[src/rtl/tmr_xint_pkg.sv]
package tmr_xint_pkg;
  localparam int unsigned SFR_AW   = 8;
  localparam int unsigned SRC_N    = 2;
  localparam int unsigned REG_W    = 4 * SRC_N;
  localparam logic [SFR_AW-1:0] CTRL_ADDR = 8'h88;

  // bit index helpers: timers in the upper half, pins in the lower half
  function automatic int unsigned tflag_idx(input int unsigned n);
    return REG_W / 2 + 2 * n + 1;
  endfunction
  function automatic int unsigned trun_idx(input int unsigned n);
    return REG_W / 2 + 2 * n;
  endfunction
  function automatic int unsigned xreq_idx(input int unsigned n);
    return 2 * n + 1;
  endfunction
  function automatic int unsigned xmode_idx(input int unsigned n);
    return 2 * n;
  endfunction
endpackage

[src/rtl/tx_sync2.sv]
module tx_sync2 #(
  parameter int unsigned W       = 2,
  parameter logic        RST_VAL = 1'b1
) (
  input  logic         clk,
  input  logic         rst_n,
  input  logic [W-1:0] d,
  output logic [W-1:0] q
);
  logic [W-1:0] stg1_q, stg2_q;

  always_ff @(posedge clk or negedge rst_n) begin
    if (!rst_n) begin
      stg1_q <= {W{RST_VAL}};
      stg2_q <= {W{RST_VAL}};
    end else begin
      stg1_q <= d;
      stg2_q <= stg1_q;
    end
  end

  assign q = stg2_q;
endmodule

[src/rtl/tx_tmr_slot.sv]
module tx_tmr_slot (
  input  logic clk,
  input  logic rst_n,
  input  logic wr_hit,
  input  logic wr_flag,
  input  logic wr_run,
  input  logic ovf,
  input  logic ack,
  output logic flag_q,
  output logic run_q
);
  logic flag_d, run_d;

  always_comb begin
    flag_d = flag_q;
    if (ovf)         flag_d = 1'b1;
    else if (wr_hit) flag_d = wr_flag;
    else if (ack)    flag_d = 1'b0;
  end

  always_comb begin
    run_d = run_q;
    if (wr_hit) run_d = wr_run;
  end

  always_ff @(posedge clk or negedge rst_n) begin
    if (!rst_n) begin
      flag_q <= 1'b0;
      run_q  <= 1'b0;
    end else begin
      flag_q <= flag_d;
      run_q  <= run_d;
    end
  end
endmodule

[src/rtl/tx_xint_slot.sv]
module tx_xint_slot (
  input  logic clk,
  input  logic rst_n,
  input  logic pin_s,
  input  logic wr_hit,
  input  logic wr_req,
  input  logic wr_mode,
  input  logic ack,
  output logic req_q,
  output logic mode_q
);
  logic prev_q;
  logic fall;
  logic req_d, mode_d;

  assign fall = prev_q & ~pin_s;

  always_comb begin
    req_d = req_q;
    if (!mode_q)     req_d = ~pin_s;
    else if (fall)   req_d = 1'b1;
    else if (wr_hit) req_d = wr_req;
    else if (ack)    req_d = 1'b0;
  end

  always_comb begin
    mode_d = mode_q;
    if (wr_hit) mode_d = wr_mode;
  end

  always_ff @(posedge clk or negedge rst_n) begin
    if (!rst_n) begin
      prev_q <= 1'b1;
      req_q  <= 1'b0;
      mode_q <= 1'b0;
    end else begin
      prev_q <= pin_s;
      req_q  <= req_d;
      mode_q <= mode_d;
    end
  end
endmodule

[src/rtl/tmr_xint_ctrl.sv]
module tmr_xint_ctrl
  import tmr_xint_pkg::*;
(
  input  logic              clk,
  input  logic              rst_n,
  input  logic [SFR_AW-1:0] sfr_addr,
  input  logic              sfr_wr,
  input  logic [REG_W-1:0]  sfr_wdata,
  output logic [REG_W-1:0]  sfr_rdata,
  input  logic [SRC_N-1:0]  tmr_ovf,
  input  logic [SRC_N-1:0]  ack_tmr,
  input  logic [SRC_N-1:0]  ack_xint,
  input  logic [SRC_N-1:0]  xint_n,
  output logic [SRC_N-1:0]  tmr_run,
  output logic [SRC_N-1:0]  irq_tmr,
  output logic [SRC_N-1:0]  irq_xint
);
  logic [1:0]       rst_pipe_q;
  logic             rst_ns;
  logic             sel;
  logic             wr_hit;
  logic [SRC_N-1:0] pin_s;
  logic [SRC_N-1:0] xint_mode;
  logic [REG_W-1:0] ctrl_reg;

  // reset: asserted at once, released after two clock edges
  always_ff @(posedge clk or negedge rst_n) begin
    if (!rst_n) rst_pipe_q <= 2'b00;
    else        rst_pipe_q <= {rst_pipe_q[0], 1'b1};
  end
  assign rst_ns = rst_pipe_q[1];

  assign sel    = (sfr_addr == CTRL_ADDR);
  assign wr_hit = sfr_wr & sel;

  tx_sync2 #(.W(SRC_N), .RST_VAL(1'b1)) u_pin_sync (
    .clk   (clk),
    .rst_n (rst_ns),
    .d     (xint_n),
    .q     (pin_s)
  );

  for (genvar n = 0; n < SRC_N; n++) begin : g_src
    tx_tmr_slot u_tmr (
      .clk     (clk),
      .rst_n   (rst_ns),
      .wr_hit  (wr_hit),
      .wr_flag (sfr_wdata[tflag_idx(n)]),
      .wr_run  (sfr_wdata[trun_idx(n)]),
      .ovf     (tmr_ovf[n]),
      .ack     (ack_tmr[n]),
      .flag_q  (irq_tmr[n]),
      .run_q   (tmr_run[n])
    );

    tx_xint_slot u_xint (
      .clk     (clk),
      .rst_n   (rst_ns),
      .pin_s   (pin_s[n]),
      .wr_hit  (wr_hit),
      .wr_req  (sfr_wdata[xreq_idx(n)]),
      .wr_mode (sfr_wdata[xmode_idx(n)]),
      .ack     (ack_xint[n]),
      .req_q   (irq_xint[n]),
      .mode_q  (xint_mode[n])
    );

    assign ctrl_reg[tflag_idx(n)] = irq_tmr[n];
    assign ctrl_reg[trun_idx(n)]  = tmr_run[n];
    assign ctrl_reg[xreq_idx(n)]  = irq_xint[n];
    assign ctrl_reg[xmode_idx(n)] = xint_mode[n];
  end

  assign sfr_rdata = sel ? ctrl_reg : '0;
endmodule

[config.mk]
export PLATFORM = sky130hd
export DESIGN_NAME = tmr_xint_ctrl
export DESIGN_NICKNAME = d
export VERILOG_FILES = /design/src/rtl/tmr_xint_pkg.sv /design/src/rtl/tx_sync2.sv /design/src/rtl/tx_tmr_slot.sv /design/src/rtl/tx_xint_slot.sv /design/src/rtl/tmr_xint_ctrl.sv
export SDC_FILE = /design/constraint.sdc
export NUM_CORES = 1
export LEC_CHECK = 0
export BUFFER_PORTS_ARGS = -buffer_cell sky130_fd_sc_hd__buf_2
export CELL_PAD_IN_SITES_DETAIL_PLACEMENT = 2
export CELL_PAD_IN_SITES_GLOBAL_PLACEMENT = 2
export CORE_UTILIZATION = 27
export CTS_CLUSTER_SIZE = 40
export DETAILED_ROUTE_END_ITERATION = 16
export PLACE_DENSITY_LB_ADDON = 0.1
export SLEW_MARGIN = 10
export SYNTH_ARGS = -nofsm -noshare
export SYNTH_HDL_FRONTEND = slang
export SYNTH_HIERARCHICAL = 1
export SYNTH_SLANG_ARGS = --single-unit
[constraint.sdc]
create_clock -name clk -period 2.7 [get_ports clk]
set_clock_uncertainty 0.05 [all_clocks]
set_input_delay 0.135 -clock clk [delete_from_list [all_inputs] [get_ports clk]]
set_output_delay 0.135 -clock clk [all_outputs]
set_load 0.02 [all_outputs]
==> impl_table.tex, run 1 <==
\begin{tabular}{lr}
\hline
Metric & Value \\
\hline
\multicolumn{2}{l}{\textbf{Critical path}} \\
\quad WP data required & 2.82 ns \\
\quad Kind of start point of the critical path & input port \\
\quad Crit Path Class & in -> reg \\
\quad Reg-to-reg critical path startpoint & g\_src[1].u\_xint/mode\_q\$\_DFFE\_PN0P\_ \\
\quad Slowest cell delay on critical path & roughly 0.56 ns \\
\quad Cell type of the slowest stage on the worst timing path & or4b\_1 \\
\quad Critical-path cell list & buf\_2 > or4b\_1 > nor3\_2 > buf\_4 > nor2\_1 > a221o\_1 \\
\quad Largest fanout on the critical path & 7 \\
\quad Worst EP arrival & 1.76 ns \\
\quad Worst Setup End Kind & flip-flop \\
\quad Crit path from & sfr\_addr[1] \\
\multicolumn{2}{l}{\textbf{Clocking}} \\
\quad CTS Root Buffer Type & clkbuf\_4 \\
\quad Clock latency on the worst-skew pair & 0.27 ns \\
\quad Clock-pin transition on the worst setup and hold timing paths & 0.09 ns \\
\quad Buffer depth of the longest clock path & 2 \\
\quad \# H-tree levels & 1 \\
\quad Number of buffers added by the clock tree synthesis step & 3 \\
\quad Number of sinks driven by the clock tree & 16 \\
\quad CTS tree & done \\
\quad Count of instances resized after the clock tree is built & 0 \\
\multicolumn{2}{l}{\textbf{Final layout}} \\
\quad Fraction of final layout cells sized beyond drive strength 1 & 65.7\% \\
\quad Number of standard cells in the final layout excluding fillers & 133 \\
\quad Layout Utilization & 37.5\% \\
\quad Number of antenna repair diodes & 0 \\
\quad Final net count & 131 \\
\quad Area delta synth->final & 32.7\% \\
\quad Area of all placed cells without fillers & 1030 µm² \\
\multicolumn{2}{l}{\textbf{Outcome}} \\
\quad Outcome & finished, final reports clean \\
\multicolumn{2}{l}{\textbf{Global route}} \\
\quad Most congested layer reported by global routing & met2 \\
\quad Fraction of met1 tracks used by global routing & 13.8\% \\
\quad Overall global routing resource usage & 11.9\% \\
\quad Global route total overflow & 0 \\
\quad Global-route wire length before repair & 2840 µm \\
\quad Maximum number of pins on one net before global-route repair & 15 \\
\quad Number of global-route vias before repair & 653 \\
\quad GR Util met2 & 21.9\% \\
\quad Antenna violations before repair & 0 \\
\quad Fraction of met3 tracks used by global routing & 1.41\% \\
\multicolumn{2}{l}{\textbf{Route}} \\
\quad Pre-Repair DR Iteration Count & 2 \\
\quad Final WL & 1800 µm \\
\quad Avg WL per Cell & roughly 14 µm \\
\quad Number of vias per cell after detailed routing & 4.62 \\
\quad Remaining antenna violation count & 0 \\
\quad Number of DRC markers after the initial detailed-route iteration & 4 \\
\quad Remaining DRCs & 0 \\
\quad Count of vias placed by the detailed router & 614 \\
\multicolumn{2}{l}{\textbf{Synthesis}} \\
\quad Synth async-reset ratio & between 90\% and 100\% \\
\quad Biggest area consumer among synthesized cells & dfrtp\_1 \\
\quad Mean instance size in the synthesized netlist & $\sim$13 µm² \\
\quad Number of flip-flops and latches in the synthesized netlist & 16 \\
\quad Syn Std Cell Area & 773 µm² \\
\quad Synthesis Warnings & 6 \\
\quad Count leader, synth & dfrtp\_1 \\
\quad List of most frequent post-synthesis cells & dfrtp\_1 (10), inv\_1 (9), nor3\_2 (8) \\
\quad Leading post-synthesis cells by cell area & dfrtp\_1 (32\%), dfstp\_2 (20\%), nor3\_2 (10\%) \\
\quad Sequential fraction of the synthesis area & 52.8\% \\
\quad Area share of the leading cell type in the synthesized netlist & roughly a third \\
\quad Distinct cells, synth & 18 \\
\quad Cells after synthesis & 61 \\
\quad Most instantiated flip-flop cell in the synthesis netlist & dfrtp\_1 \\
\quad Count of flip-flops with a built-in enable after synthesis & 0 \\
\quad Syn nets & 88 \\
\multicolumn{2}{l}{\textbf{Placed design}} \\
\quad RD Place Congestion & 0.675 \\
\quad Placed Cells incl. Taps & 127 \\
\quad Placed instance area & between 900 and 1000 µm² \\
\quad Count of input and output buffers & 40 \\
\quad HPWL after detailed placement & 1440 µm \\
\multicolumn{2}{l}{\textbf{Worst hold path}} \\
\quad Min-delay src & tmr\_ovf[1] \\
\quad Class of the tightest hold or removal check & in -> reg \\
\multicolumn{2}{l}{\textbf{STA}} \\
\quad Transition at the pin with the smallest max-transition slack & around 0.57 ns \\
\quad Accumulated negative setup slack & 0 ns \\
\quad Rel. slew slack & 62.3\% \\
\quad RSZ-0062 raised after global routing & false \\
\quad Final hold viol count & 0 \\
\quad Clock period minus worst slack & 1.65 ns \\
\quad Portion of the clock cycle consumed by the worst path in the final layout & 61.0\% \\
\quad Count of final setup violators & 0 \\
\quad FMAX & 607 MHz \\
\quad Number of slew-limit violations in the final report & 0 \\
\multicolumn{2}{l}{\textbf{Pwr}} \\
\quad Highest ir drop seen on vdd & $\sim$0.27 mV \\
\quad Static leakage & 0.000498 µW \\
\quad Ratio of total power to cell area & 432 nW/µm² \\
\quad Total Power Consumption & 443 µW \\
\multicolumn{2}{l}{\textbf{Die}} \\
\quad Floorplan core area & 2730 µm² \\
\quad Number of top-level pins & between 40 and 50 \\
\quad Vert. Die Dim & 55.5 µm \\
\quad Die X & 55.5 µm \\
\quad Initial core utilization & 28.3\% \\
\quad Number of placement rows & 19 \\
\quad Die area & 3080 µm² \\
\multicolumn{2}{l}{\textbf{Run}} \\
\quad Max-cap check violation count & 0 \\
\hline
\end{tabular}
-- per-stage QoR --
step	hold WS [ns]	setup slack (ns)
CTS	0.00467	1.03
global route	0.0118	0.963
global placement	-0.130	0.788
finish	0.0102	1.05
detailed placement	-0.129	0.732
floorplan	-0.211	0.805
-- per-layer routing --
metal  up-vias  wire, µm
met5         -         0
met4         0        13
met3         2        92
met2        24       958
met1       309       732
li1        279         -
-- timing repair --
| item | in CTS | in global routing |
|---|---|---|
| hold buffers | 3 | 0 |
| setup buffers | 0 | 0 |
| endpoints found under the hold margin | 4 | 0 |
-- path summary, 6_finish.rpt --
path,slack [ns],to,depth (start not counted)
setup / recovery,1.05,g_src[1].u_tmr/flag_q$_DFFE_PN0P_,6
hold / removal,0.01,g_src[1].u_tmr/flag_q$_DFFE_PN0P_,2
setup reg to reg,1.82,g_src[1].u_xint/mode_q$_DFFE_PN0P_,1
hold reg to reg,0.19,g_src[1].u_xint/req_q$_DFFE_PN0P_,0
max in group asynchronous,2.04,g_src[1].u_xint/prev_q$_DFF_PN1_,0
min in group asynchronous,0.12,rst_pipe_q[0]$_DFF_PN0_,2
-- critical path: cells and delay by family --
family	cells	cell delay, ns
buf+inv	2	0.33
compound gates	1	0.31
simple gates	3	0.98
-- sequential cells by signal, indices dropped and copies added, names as in the netlist --
name	flops
g_src.u_tmr/flag_q	2
g_src.u_tmr/run_q	2
g_src.u_xint/mode_q	2
g_src.u_xint/prev_q	2
g_src.u_xint/req_q	2
rst_pipe_q	2
u_pin_sync/q	2
u_pin_sync/stg1_q	2
-- layout make-up --
class / count / area, µm²
Timing Repair Buffer: 46 / 253
Multi-Input combinational cell: 28 / 270
Sequential cell: 16 / 408
Fill cell: 312 / 1710
Tap cell: 31 / 38.8
Clock buffer: 3 / 22.5
Inverter: 9 / 33.8
-- cells by family after synthesis --
family	share of synthesized area, %
multiplexers	6.80
other	0.485
AO/OA/AOI/OAI	5.82
buffers and inverters	12.3
AND/OR/NAND/NOR	21.8
flip-flops	52.8
-- layout by cell type, fill, tap and decap left out --
| master | netlist | routed |
|---|---|---|
| mux2_4 | 2 | 2 |
| nor2_1 | 2 | 2 |
| nor2b_1 | 2 | 2 |
| dlygate4sd3_1 | 0 | 3 |
| buf_4 | 6 | 3 |
| nor3_2 | 8 | 8 |
| conb_1 | 1 | 1 |
| nor3_4 | 1 | 1 |
| dfrtp_1 | 10 | 10 |
| or4b_1 | 2 | 2 |
| buf_2 | 1 | 40 |
| mux2_2 | 2 | 2 |
| dfstp_2 | 6 | 6 |
| o211ai_2 | 2 | 2 |
| nand3_1 | 2 | 2 |
| a221o_1 | 2 | 2 |
| nand4bb_1 | 2 | 2 |
| inv_1 | 9 | 9 |
| clkbuf_4 | 0 | 3 |
-- report_power, final --
part / total (µW) / leakage [µW] / switching (µW) / internal (µW)
clock: 120 / 0.0000138 / 68.6 / 51.6
sequential: 268 / 0.000186 / 12.3 / 256
combinational: 54.8 / 0.000298 / 24.8 / 30.0
total: 443 / 0.000498 / 106 / 337
No activity file was read; power rests on OpenSTA's default activity.
==> run 2: changes to the inputs <==
--- a/config.mk
+++ b/config.mk
@@ -8,7 +8,7 @@
 export BUFFER_PORTS_ARGS = -buffer_cell sky130_fd_sc_hd__buf_2
 export CELL_PAD_IN_SITES_DETAIL_PLACEMENT = 2
 export CELL_PAD_IN_SITES_GLOBAL_PLACEMENT = 2
-export CORE_UTILIZATION = 27
+export CORE_UTILIZATION = 26
 export CTS_CLUSTER_SIZE = 40
 export DETAILED_ROUTE_END_ITERATION = 16
 export PLACE_DENSITY_LB_ADDON = 0.1
==> constraint.sdc (replaced) <==
create_clock -name clk -period 1.7 [get_ports clk]
set_clock_uncertainty 0.05 [all_clocks]
set_input_delay 0.085 -clock clk [delete_from_list [all_inputs] [get_ports clk]]
set_output_delay 0.085 -clock clk [all_outputs]
set_load 0.02 [all_outputs]
==> run 2 against run 1 <==
Net effect:
- sequential share of layout area is 4.1 points lower
- first-iteration DRC count is 25% higher
- register-to-register slack worse by 0.99 ns
- non-clock buffer count is 11 higher
- worst hold slack better by 0.045 ns
==> impl_table.tex, run 2 (synthesis results as in run 1) <==
\begin{tabular}{lr}
\hline
Metric & Value \\
\hline
\multicolumn{2}{l}{\textbf{Final layout}} \\
\quad Area delta synth->final & 47.9\% (was 32.7\%) \\
\quad Number of antenna repair diodes & 0 (unchanged) \\
\quad Number of standard cells in the final layout excluding fillers & 145 (was 133) \\
\quad Highest-count cells in the layout ignoring fill and taps & buf\_2 (40), dlygate4sd3\_1 (13), dfrtp\_1 (10) (was buf\_2 (40), dfrtp\_1 (10), inv\_1 (9)) \\
\quad Final net count & 142 (was 131) \\
\quad Fraction of final layout cells sized beyond drive strength 1 & 59.6\% (was 65.7\%) \\
\quad Commonest non-fill, non-tap cell in the layout & buf\_2 (unchanged) \\
\quad Layout Utilization & 41.1\% (was 37.5\%) \\
\multicolumn{2}{l}{\textbf{Global route}} \\
\quad Global route total overflow & 0 (unchanged) \\
\quad Global-route wire length before repair & 3020 µm (was 2840 µm) \\
\quad Maximum number of pins on one net before global-route repair & 15 (unchanged) \\
\quad Number of global-route vias before repair & 670 (was 653) \\
\quad Antenna violations before repair & 0 (unchanged) \\
\quad Overall global routing resource usage & 12.6\% (was 11.9\%) \\
\multicolumn{2}{l}{\textbf{Route}} \\
\quad Number of DRC markers after the initial detailed-route iteration & 5 (was 4) \\
\quad Count of vias placed by the detailed router & 638 (was 614) \\
\quad Avg WL per Cell & 12.4 µm (was 13.5 µm) \\
\quad Pre-Repair DR Iteration Count & 3 (was 2) \\
\quad Remaining antenna violation count & 0 (unchanged) \\
\quad Remaining DRCs & 0 (unchanged) \\
\quad Final WL & 1800 µm (unchanged) \\
\quad Number of vias per cell after detailed routing & 4.40 (was 4.62) \\
\multicolumn{2}{l}{\textbf{STA}} \\
\quad Rel. slew slack & 63.4\% (was 62.3\%) \\
\quad Accumulated negative setup slack & 0 ns (unchanged) \\
\quad Transition at the pin with the smallest max-transition slack & 0.549 ns (was 0.566 ns) \\
\quad Portion of the clock cycle consumed by the worst path in the final layout & 86.6\% \\
\quad Final hold viol count & 0 (unchanged) \\
\quad Count of final setup violators & 0 (unchanged) \\
\quad Clock period minus worst slack & 1.47 ns \\
\quad RSZ-0062 raised after global routing & false (unchanged) \\
\quad Number of slew-limit violations in the final report & 0 (unchanged) \\
\quad FMAX & 679 MHz \\
\multicolumn{2}{l}{\textbf{Clocking}} \\
\quad CTS Root Buffer Type & clkbuf\_4 (unchanged) \\
\quad \# H-tree levels & 1 (unchanged) \\
\quad CTS tree & done (unchanged) \\
\quad Setup Buffers After CTS & 0 (unchanged) \\
\quad Number of sinks driven by the clock tree & 16 (unchanged) \\
\quad Number of buffers added by the clock tree synthesis step & 3 (unchanged) \\
\quad Clock-pin transition on the worst setup and hold timing paths & 0.09 ns (about the same) \\
\quad Buffer depth of the longest clock path & 2 (unchanged) \\
\quad Clock latency on the worst-skew pair & 0.28 ns (was 0.27 ns) \\
\quad Count of instances resized after the clock tree is built & 0 (unchanged) \\
\multicolumn{2}{l}{\textbf{Placed design}} \\
\quad RD Place Congestion & 0.620 (was 0.675) \\
\quad Placed Cells incl. Taps & 128 (was 127) \\
\quad HPWL after detailed placement & 1380 µm (was 1440 µm) \\
\quad Count of input and output buffers & 40 (unchanged) \\
\multicolumn{2}{l}{\textbf{Pwr}} \\
\quad Static leakage & 0.000554 µW (was 0.000498 µW) \\
\quad Highest ir drop seen on vdd & 0.436 mV (was 0.273 mV) \\
\quad Ratio of total power to cell area & 638 nW/µm² (was 432 nW/µm²) \\
\multicolumn{2}{l}{\textbf{Die}} \\
\quad Die X & 56.5 µm (was 55.5 µm) \\
\quad Die area & 3200 µm² (was 3080 µm²) \\
\quad Number of placement rows & 19 (unchanged) \\
\quad Vert. Die Dim & 56.5 µm (was 55.5 µm) \\
\quad Floorplan core area & 2780 µm² (was 2730 µm²) \\
\quad Initial core utilization & 27.8\% (was 28.3\%) \\
\quad Number of top-level pins & 41 (unchanged) \\
\multicolumn{2}{l}{\textbf{Critical path}} \\
\quad Kind of start point of the critical path & input port (unchanged) \\
\quad Worst Setup End Kind & primary output (was flip-flop) \\
\quad Crit Path Class & in -> out (was in -> reg) \\
\quad Worst EP arrival & 1.34 ns (was 1.76 ns) \\
\quad Largest fanout on the critical path & 8 (was 7) \\
\quad WP data required & 1.56 ns (was 2.82 ns) \\
\multicolumn{2}{l}{\textbf{Run}} \\
\quad Max-cap check violation count & 0 (unchanged) \\
\multicolumn{2}{l}{\textbf{Worst hold path}} \\
\quad Class of the tightest hold or removal check & in -> async (was in -> reg) \\
\multicolumn{2}{l}{\textbf{Outcome}} \\
\quad Outcome & finished, final reports clean (unchanged) \\
\hline
\end{tabular}
run 2: changes by cell type in the layout (fill, tap and decap cells not counted), sizes merged:
cell and change:
dlygate4sd3 +10, clkbuf +1, buf +1
run 2: timing repair:
action | 4_1_cts | 5_1_grt
hold endpoints to repair | 12 | 0
hold buffers | 13 | 0
endpoints found under the setup margin | 0 | 0
run 2: through the flow:
stage	power (µW)	hold slack [ns]	setup slack (ns)	area [µm²]
2_1_floorplan	480	-0.261	0.00349	779
3_3_place_gp	514	-0.179	0.0567	987
3_5_place_dp	517	-0.177	0.0285	987
4_1_cts	749	0.0402	0.209	1140
5_1_grt	776	0.0417	0.148	1140
6_report	730	0.0556	0.228	1140
run 2: per-layer routing:
metal | wire length, µm | track usage, % | vias up
met4 | 11 | 6.27 | 0
met2 | 990 | 23.5 | 20
met1 | 706 | 13.5 | 311
li1 | - | - | 305
met5 | 0 | 0 | -
met3 | 88 | 1.84 | 2
run 2: final timing paths:
path / startpoint / endpoint / slack (ns) / depth (start not counted)
min reg2reg: rst_pipe_q[1]$_DFF_PN0_ / g_src[1].u_xint/mode_q$_DFFE_PN0P_ / 0.18 / 0
min in group clk: ack_xint[1] / g_src[1].u_xint/req_q$_DFFE_PN0P_ / 0.07 / 3
max: sfr_addr[1] / sfr_rdata[1] / 0.23 / 5
min: rst_n / rst_pipe_q[0]$_DFF_PN0_ / 0.06 / 2
max reg2reg: g_src[1].u_xint/mode_q$_DFFE_PN0P_ / g_src[1].u_xint/mode_q$_DFFE_PN0P_ / 0.83 / 1
max in group asynchronous: rst_pipe_q[1]$_DFF_PN0_ / g_src[1].u_xint/prev_q$_DFF_PN1_ / 1.05 / 0
run 2: layout make-up:
cell class                      count  area (µm²)
Inverter                            9        33.8
Clock buffer                        4        26.3
Multi-Input combinational cell     28         277
Fill cell                         304        1640
Timing Repair Buffer               57         360
Sequential cell                    16         408
Tap cell                           31        38.8
run 2: worst max-delay path, cell delays in order:
cell and delay [ns]:
buf_2 0.09, or4b_1 0.59, buf_4 0.23, nor3_2 0.16, buf_2 0.18
run 2: report_power, final:
part           internal [µW]  switching (µW)
Combinational           62.5            42.6
Sequential               406            18.7
Clock                   90.9             109
